File: src/rtl/irq_nest_pkg.sv
package irq_nest_pkg;

  // Lowest set index of the first n bits of v, or n if none is set.
  function automatic int first_set(input logic [31:0] v, input int n);
    int r;
    r = n;
    for (int i = n - 1; i >= 0; i--) begin
      if (v[i]) r = i;
    end
    return r;
  endfunction

  // Ones at every index strictly below idx.
  function automatic logic [31:0] below_mask(input int idx);
    logic [31:0] m;
    m = '0;
    for (int i = 0; i < 32; i++) begin
      if (i < idx) m[i] = 1'b1;
    end
    return m;
  endfunction

endpackage

File: src/rtl/irq_prio_enc.sv
module irq_prio_enc #(
  parameter int NUM_IN = 8,
  localparam int IDX_W = $clog2(NUM_IN + 1)
) (
  input  logic [NUM_IN-1:0] vec_i,
  output logic              any_o,
  output logic [IDX_W-1:0]  idx_o,
  output logic [NUM_IN-1:0] onehot_o
);
  import irq_nest_pkg::*;

  int sel;

  always_comb begin
    sel   = first_set(32'(vec_i), NUM_IN);
    any_o = (sel != NUM_IN);
    idx_o = IDX_W'(sel);
  end

  for (genvar g = 0; g < NUM_IN; g++) begin : g_oh
    assign onehot_o[g] = (sel == g);
  end
endmodule

File: src/rtl/irq_req_stage.sv
module irq_req_stage #(
  parameter int NUM_IN = 8
) (
  input  logic              clk,
  input  logic              rst_n,
  input  logic [NUM_IN-1:0] req_i,
  input  logic              clr_en_i,
  input  logic [NUM_IN-1:0] clr_oh_i,
  input  logic              mask_we_i,
  input  logic [NUM_IN-1:0] mask_wdata_i,
  output logic [NUM_IN-1:0] irr_q,
  output logic [NUM_IN-1:0] mask_q
);
  always_ff @(posedge clk) begin
    if (!rst_n) begin
      irr_q  <= '0;
      mask_q <= '0;
    end else begin
      irr_q <= req_i & ~(clr_en_i ? clr_oh_i : '0);
      if (mask_we_i) mask_q <= mask_wdata_i;
    end
  end
endmodule

File: src/rtl/irq_isr_reg.sv
module irq_isr_reg #(
  parameter int NUM_IN = 8
) (
  input  logic              clk,
  input  logic              rst_n,
  input  logic              set_en_i,
  input  logic [NUM_IN-1:0] set_oh_i,
  input  logic              clr_en_i,
  input  logic [NUM_IN-1:0] clr_oh_i,
  output logic [NUM_IN-1:0] isr_q
);
  logic [NUM_IN-1:0] isr_nxt;

  always_comb begin
    isr_nxt = isr_q;
    if (clr_en_i) isr_nxt = isr_nxt & ~clr_oh_i;
    if (set_en_i) isr_nxt = isr_nxt | set_oh_i;
  end

  always_ff @(posedge clk) begin
    if (!rst_n) isr_q <= '0;
    else        isr_q <= isr_nxt;
  end
endmodule

File: src/rtl/irq_nest_resolver.sv
module irq_nest_resolver #(
  parameter int NUM_IN = 8,
  localparam int IDX_W = $clog2(NUM_IN + 1),
  localparam int ID_W  = $clog2(NUM_IN)
) (
  input  logic              clk,
  input  logic              rst_n,
  input  logic [NUM_IN-1:0] req_i,
  input  logic              mask_we_i,
  input  logic [NUM_IN-1:0] mask_wdata_i,
  input  logic              sfn_en_i,
  input  logic              aeoi_en_i,
  input  logic              ack_i,
  input  logic              eoi_i,
  output logic              int_o,
  output logic              ack_valid_o,
  output logic [ID_W-1:0]   ack_id_o,
  output logic [NUM_IN-1:0] isr_o
);
  logic [NUM_IN-1:0] irr_q, mask_q, cand, win_oh, top_oh;
  logic [IDX_W-1:0]  win_idx, top_idx;
  logic              win_any, top_any;
  logic              outrank, ack_fire, isr_set, isr_clr;

  irq_req_stage #(.NUM_IN(NUM_IN)) u_req (
    .clk(clk), .rst_n(rst_n), .req_i(req_i),
    .clr_en_i(ack_fire), .clr_oh_i(win_oh),
    .mask_we_i(mask_we_i), .mask_wdata_i(mask_wdata_i),
    .irr_q(irr_q), .mask_q(mask_q)
  );

  assign cand = irr_q & ~mask_q;

  irq_prio_enc #(.NUM_IN(NUM_IN)) u_win (
    .vec_i(cand), .any_o(win_any), .idx_o(win_idx), .onehot_o(win_oh)
  );

  irq_prio_enc #(.NUM_IN(NUM_IN)) u_top (
    .vec_i(isr_o), .any_o(top_any), .idx_o(top_idx), .onehot_o(top_oh)
  );

  // top_idx equals NUM_IN when nothing is in service, so any winner outranks it
  assign outrank  = win_any && ((win_idx < top_idx) || (sfn_en_i && (win_idx == top_idx)));
  assign ack_fire = ack_i && outrank;
  assign isr_set  = ack_fire && !aeoi_en_i;
  assign isr_clr  = eoi_i && top_any;

  irq_isr_reg #(.NUM_IN(NUM_IN)) u_isr (
    .clk(clk), .rst_n(rst_n),
    .set_en_i(isr_set), .set_oh_i(win_oh),
    .clr_en_i(isr_clr), .clr_oh_i(top_oh),
    .isr_q(isr_o)
  );

  assign int_o       = outrank;
  assign ack_valid_o = ack_fire;
  assign ack_id_o    = win_idx[ID_W-1:0];
endmodule

File: config.mk
export PLATFORM = sky130hd
export DESIGN_NAME = irq_nest_resolver
export DESIGN_NICKNAME = d
export VERILOG_FILES = /design/src/rtl/irq_nest_pkg.sv /design/src/rtl/irq_prio_enc.sv /design/src/rtl/irq_req_stage.sv /design/src/rtl/irq_isr_reg.sv /design/src/rtl/irq_nest_resolver.sv
export SDC_FILE = /design/constraint.sdc
export NUM_CORES = 1
export LEC_CHECK = 0
export ABC_AREA = 1
export BUFFER_PORTS_ARGS = -buffer_cell sky130_fd_sc_hd__buf_2
export CORE_MARGIN = 2
export CORE_UTILIZATION = 27
export DETAILED_ROUTE_END_ITERATION = 16
export SLEW_MARGIN = 20
export SYNTH_ARGS = -nofsm -noshare
export SYNTH_HDL_FRONTEND = slang
export SYNTH_SLANG_ARGS = --single-unit
File: constraint.sdc
create_clock -name clk -period 4.91 [get_ports clk]
set_input_delay 0.7365 -clock clk [delete_from_list [all_inputs] [get_ports clk]]
set_output_delay 0.7365 -clock clk [all_outputs]
set_load 0.02 [all_outputs]
==> results.md <==
* Outcome: complete, no violations
* Total GRT Usage at 12.2%
* XOR/XNOR share of the synthesized area at 0%
* Hold depth at 2
* Commonest cells post-synth: 25 x inv_1, 24 x dfxtp_1, 23 x nand2_1, 22 x nor2_1, 15 x a21oi_1
* Std-Cell Rows at 25
* Ys flop type: dfxtp_1
* Final Util at 35.0%
* Maximum VDD drop at 131 uV
* Fin crit share at 60.6%
* Gr ovfl total at 0
* Most frequent cell after synthesis: inv_1
* Ys async rst share at 0%
* Syn Nets at 219
* Post-CTS Setup Inserts at 0
* Cts hold-fix bufs at 0
* Vias at around 1300
* N_diodes at 0
* First-pass GRT wire length at 5.15 mm
* H-tree Lvls at 1
* Synth Instances at 192
* Reg clk slew, reported paths at ~0.090 ns
* TNS Setup at 0 ns
* Core box area at ~4800 sq um
* Initial drt markers at 61
* Least-Margin Pin Slew at 0.392 ns
* Minimum clock period after layout at 2.98 ns
* I/O pin cnt at 36
* Clock root cell: clkbuf_8
* Number of synthesized register bits at 24
* Max-slew headroom at 73.8%
* Fill cell count at 529
* Post-synthesis adder-cell area fraction at 3.70%
* DRC at 0
* Post-DP HPWL at 2.60 mm
* CP endpoint kind: output port
* Simple logic cell fraction of the synthesized area at 33.7%
* Setup WS post-layout at 1.93 ns
* Post-synthesis mux area share at 0%
* Final hold vios at 0
* Initial antenna violation count at 0
* Type of the tightest min-delay check: flop to flop
* CTS tree: built
* Leakage at 0.845 nW
* Main combinational cell family by area after synthesis: simple AND/OR/NAND/NOR gates
* Power per cell area at 313 nW/um^2
* Chip Width at 74.8 um
* Worst R2R Setup Slack at 2.68 ns
* Pre-Repair DR Iteration Count at 4
* PortBufs at 35
* Yosys warnings at 0
* Share of layout cells above drive strength 1 at 32.8%
* Post-CTS Resized at 0
* Maximum root-to-sink buffer count at 2
* Post-Syn Area at 1350 sq um
* FMAX at 0.336 GHz
* Worst Min Path Start: u_req.mask_q[6]$_SDFFE_PN0P_
* R2R depth at 17
* Die height at 74.8 um
* Post-synthesis compound-gate area fraction at 15.3%
* Setup Viol. Count Final at 0
* Vias in the first global route at 1147
* Clock Latency Late Sink at 0.27 ns
* CP Class: flop to output port
* Share of the synthesized area in the top cell type at 35.5%
* Req. time, crit path at 4.17 ns
* Die area at 5600 sq um
* Area added between synthesis and finish at 23.8%
* Sequential area share after synthesis at 35.5%
* Routed wire per std cell at 10.9 um
* Worst Setup Start Kind: flop
* RSZ-0062 raised after global routing: false
* Cell taking the most area after synthesis: dfxtp_1
* Routed Antenna Nets at 0
* Number of distinct library cells after synthesis at 27
* Final clock skew at 0.00347 ns
* CTS sink count at 24
* Seq. cell area at ~480 sq um
* Number of CTS-inserted buffers at 3
* Syn Area/Cell at between 7 and 8 sq um
* Multi-input gate area at slightly above 700 sq um
* Hold path endpoint: u_req.mask_q[6]$_SDFFE_PN0P_
* Largest net degree at the start of global routing at 16
* Reg2reg end: u_isr.isr_q[1]$_SDFF_PN0_
* Routability Congestion at 0.897
* EDFF count, synth at 0
* Data arrival, critical path at 2.24 ns
* Via density per instance at 4.40
* Worst r2r src: u_isr.isr_q[7]$_SDFF_PN0_
* Fin nets at 257
* Synth area leaders: dfxtp_1 35%, inv_1 6.9%, nand2_1 6.4%
* Drt total wl at 3.24 mm
* Max-Cap Viols at 0
* Pins Over Slew Limit at 0
* Placement Setup Slack at 2.24 ns
* Max FO, Critical Path at 9
* Starting density of the core at 28.3%
==> final cells by class <==
cell class / instances / area share, %
clock buffers: 3 / 2.46
well taps: 67 / 5.00
multi-input cells: 126 / 42.6
repair buffers: 35 / 10.5
clock inverters: 1 / 1.79
inverters: 40 / 8.96
flip-flops and latches: 24 / 28.7
==> metrics by stage <==
step	power (mW)	cell area (sq um)	instances	hold slack, ns
floorplan	0.316	1350	192	0.427
global placement	0.352	1600	292	0.434
detailed placement	0.355	1600	292	0.437
CTS	0.527	1680	296	0.450
global route	0.556	1680	296	0.466
finish	0.524	1680	296	0.450
==> report_power, final <==
part / switching [mW] / total [mW] / internal [mW]
clock network: 0.0648 / 0.174 / 0.109
logic: 0.0929 / 0.139 / 0.0466
registers: 0.00548 / 0.210 / 0.205
total: 0.163 / 0.524 / 0.360
==> worst max-delay path, stage by stage, from the launching register on <==
cell and delay [ns]:
dfxtp_1 0.37, inv_2 0.05, nand2_1 0.09, nand3_1 0.08
a21oi_1 0.20, inv_1 0.12, ha_1 0.31, inv_1 0.06
nor2_1 0.04, o21ai_1 0.10, nand2_1 0.07, nand2_2 0.08
nand3_4 0.13, inv_2 0.10, buf_2 0.16
==> per-layer routing <==
metal	share of wire [%]	vias to the layer above	track usage, %	wire, um
met4	3.1	0	6.55	99
met3	5.3	9	2.54	172
met5	0	-	0	0
li1	-	687	-	-
met2	42	37	18.0	1350
met1	50	568	16.6	1610
==> cell usage in the layout (no fill, tap or decap), types with 7 or more instances in the layout <==
cell,netlist,layout
nand3_1,7,7
inv_2,14,14
o21ai_1,7,7
nand4_1,9,9
inv_1,25,25
nand2_1,23,23
nand2_2,10,10
buf_2,1,35
a21oi_1,15,15
o21ai_0,12,12
nor2_1,22,22
dfxtp_1,24,24
==> registers in the layout, summed over array words and instances, names as in the netlist <==
register,flops
u_req.irr_q,8
u_req.mask_q,8
u_isr.isr_q,8
==> worst max-delay path by stage <==
stage | start | endpoint | slack, ns | cells past startpoint
finish | u_isr.isr_q[7]$_SDFF_PN0_ | ack_valid_o | 1.93 | 14
global route | u_isr.isr_q[7]$_SDFF_PN0_ | ack_valid_o | 1.65 | 14
CTS | u_isr.isr_q[7]$_SDFF_PN0_ | ack_valid_o | 1.92 | 14
detailed placement | u_isr.isr_q[6]$_SDFF_PN0_ | ack_valid_o | 2.24 | 14
global placement | u_isr.isr_q[7]$_SDFF_PN0_ | ack_valid_o | 2.30 | 14
floorplan | u_isr.isr_q[7]$_SDFF_PN0_ | ack_valid_o | 2.42 | 13
==> logic make-up (layout without fill, tap and decap cells) <==
family / Yosys count / count (layout)
buffers and inverters: 42 / 79
AO/OA/AOI/OAI: 39 / 39
flip-flops: 24 / 24
adder cells (fa/ha/maj): 4 / 4
AND/OR/NAND/NOR: 83 / 83
(Power assumes the default switching activity.)
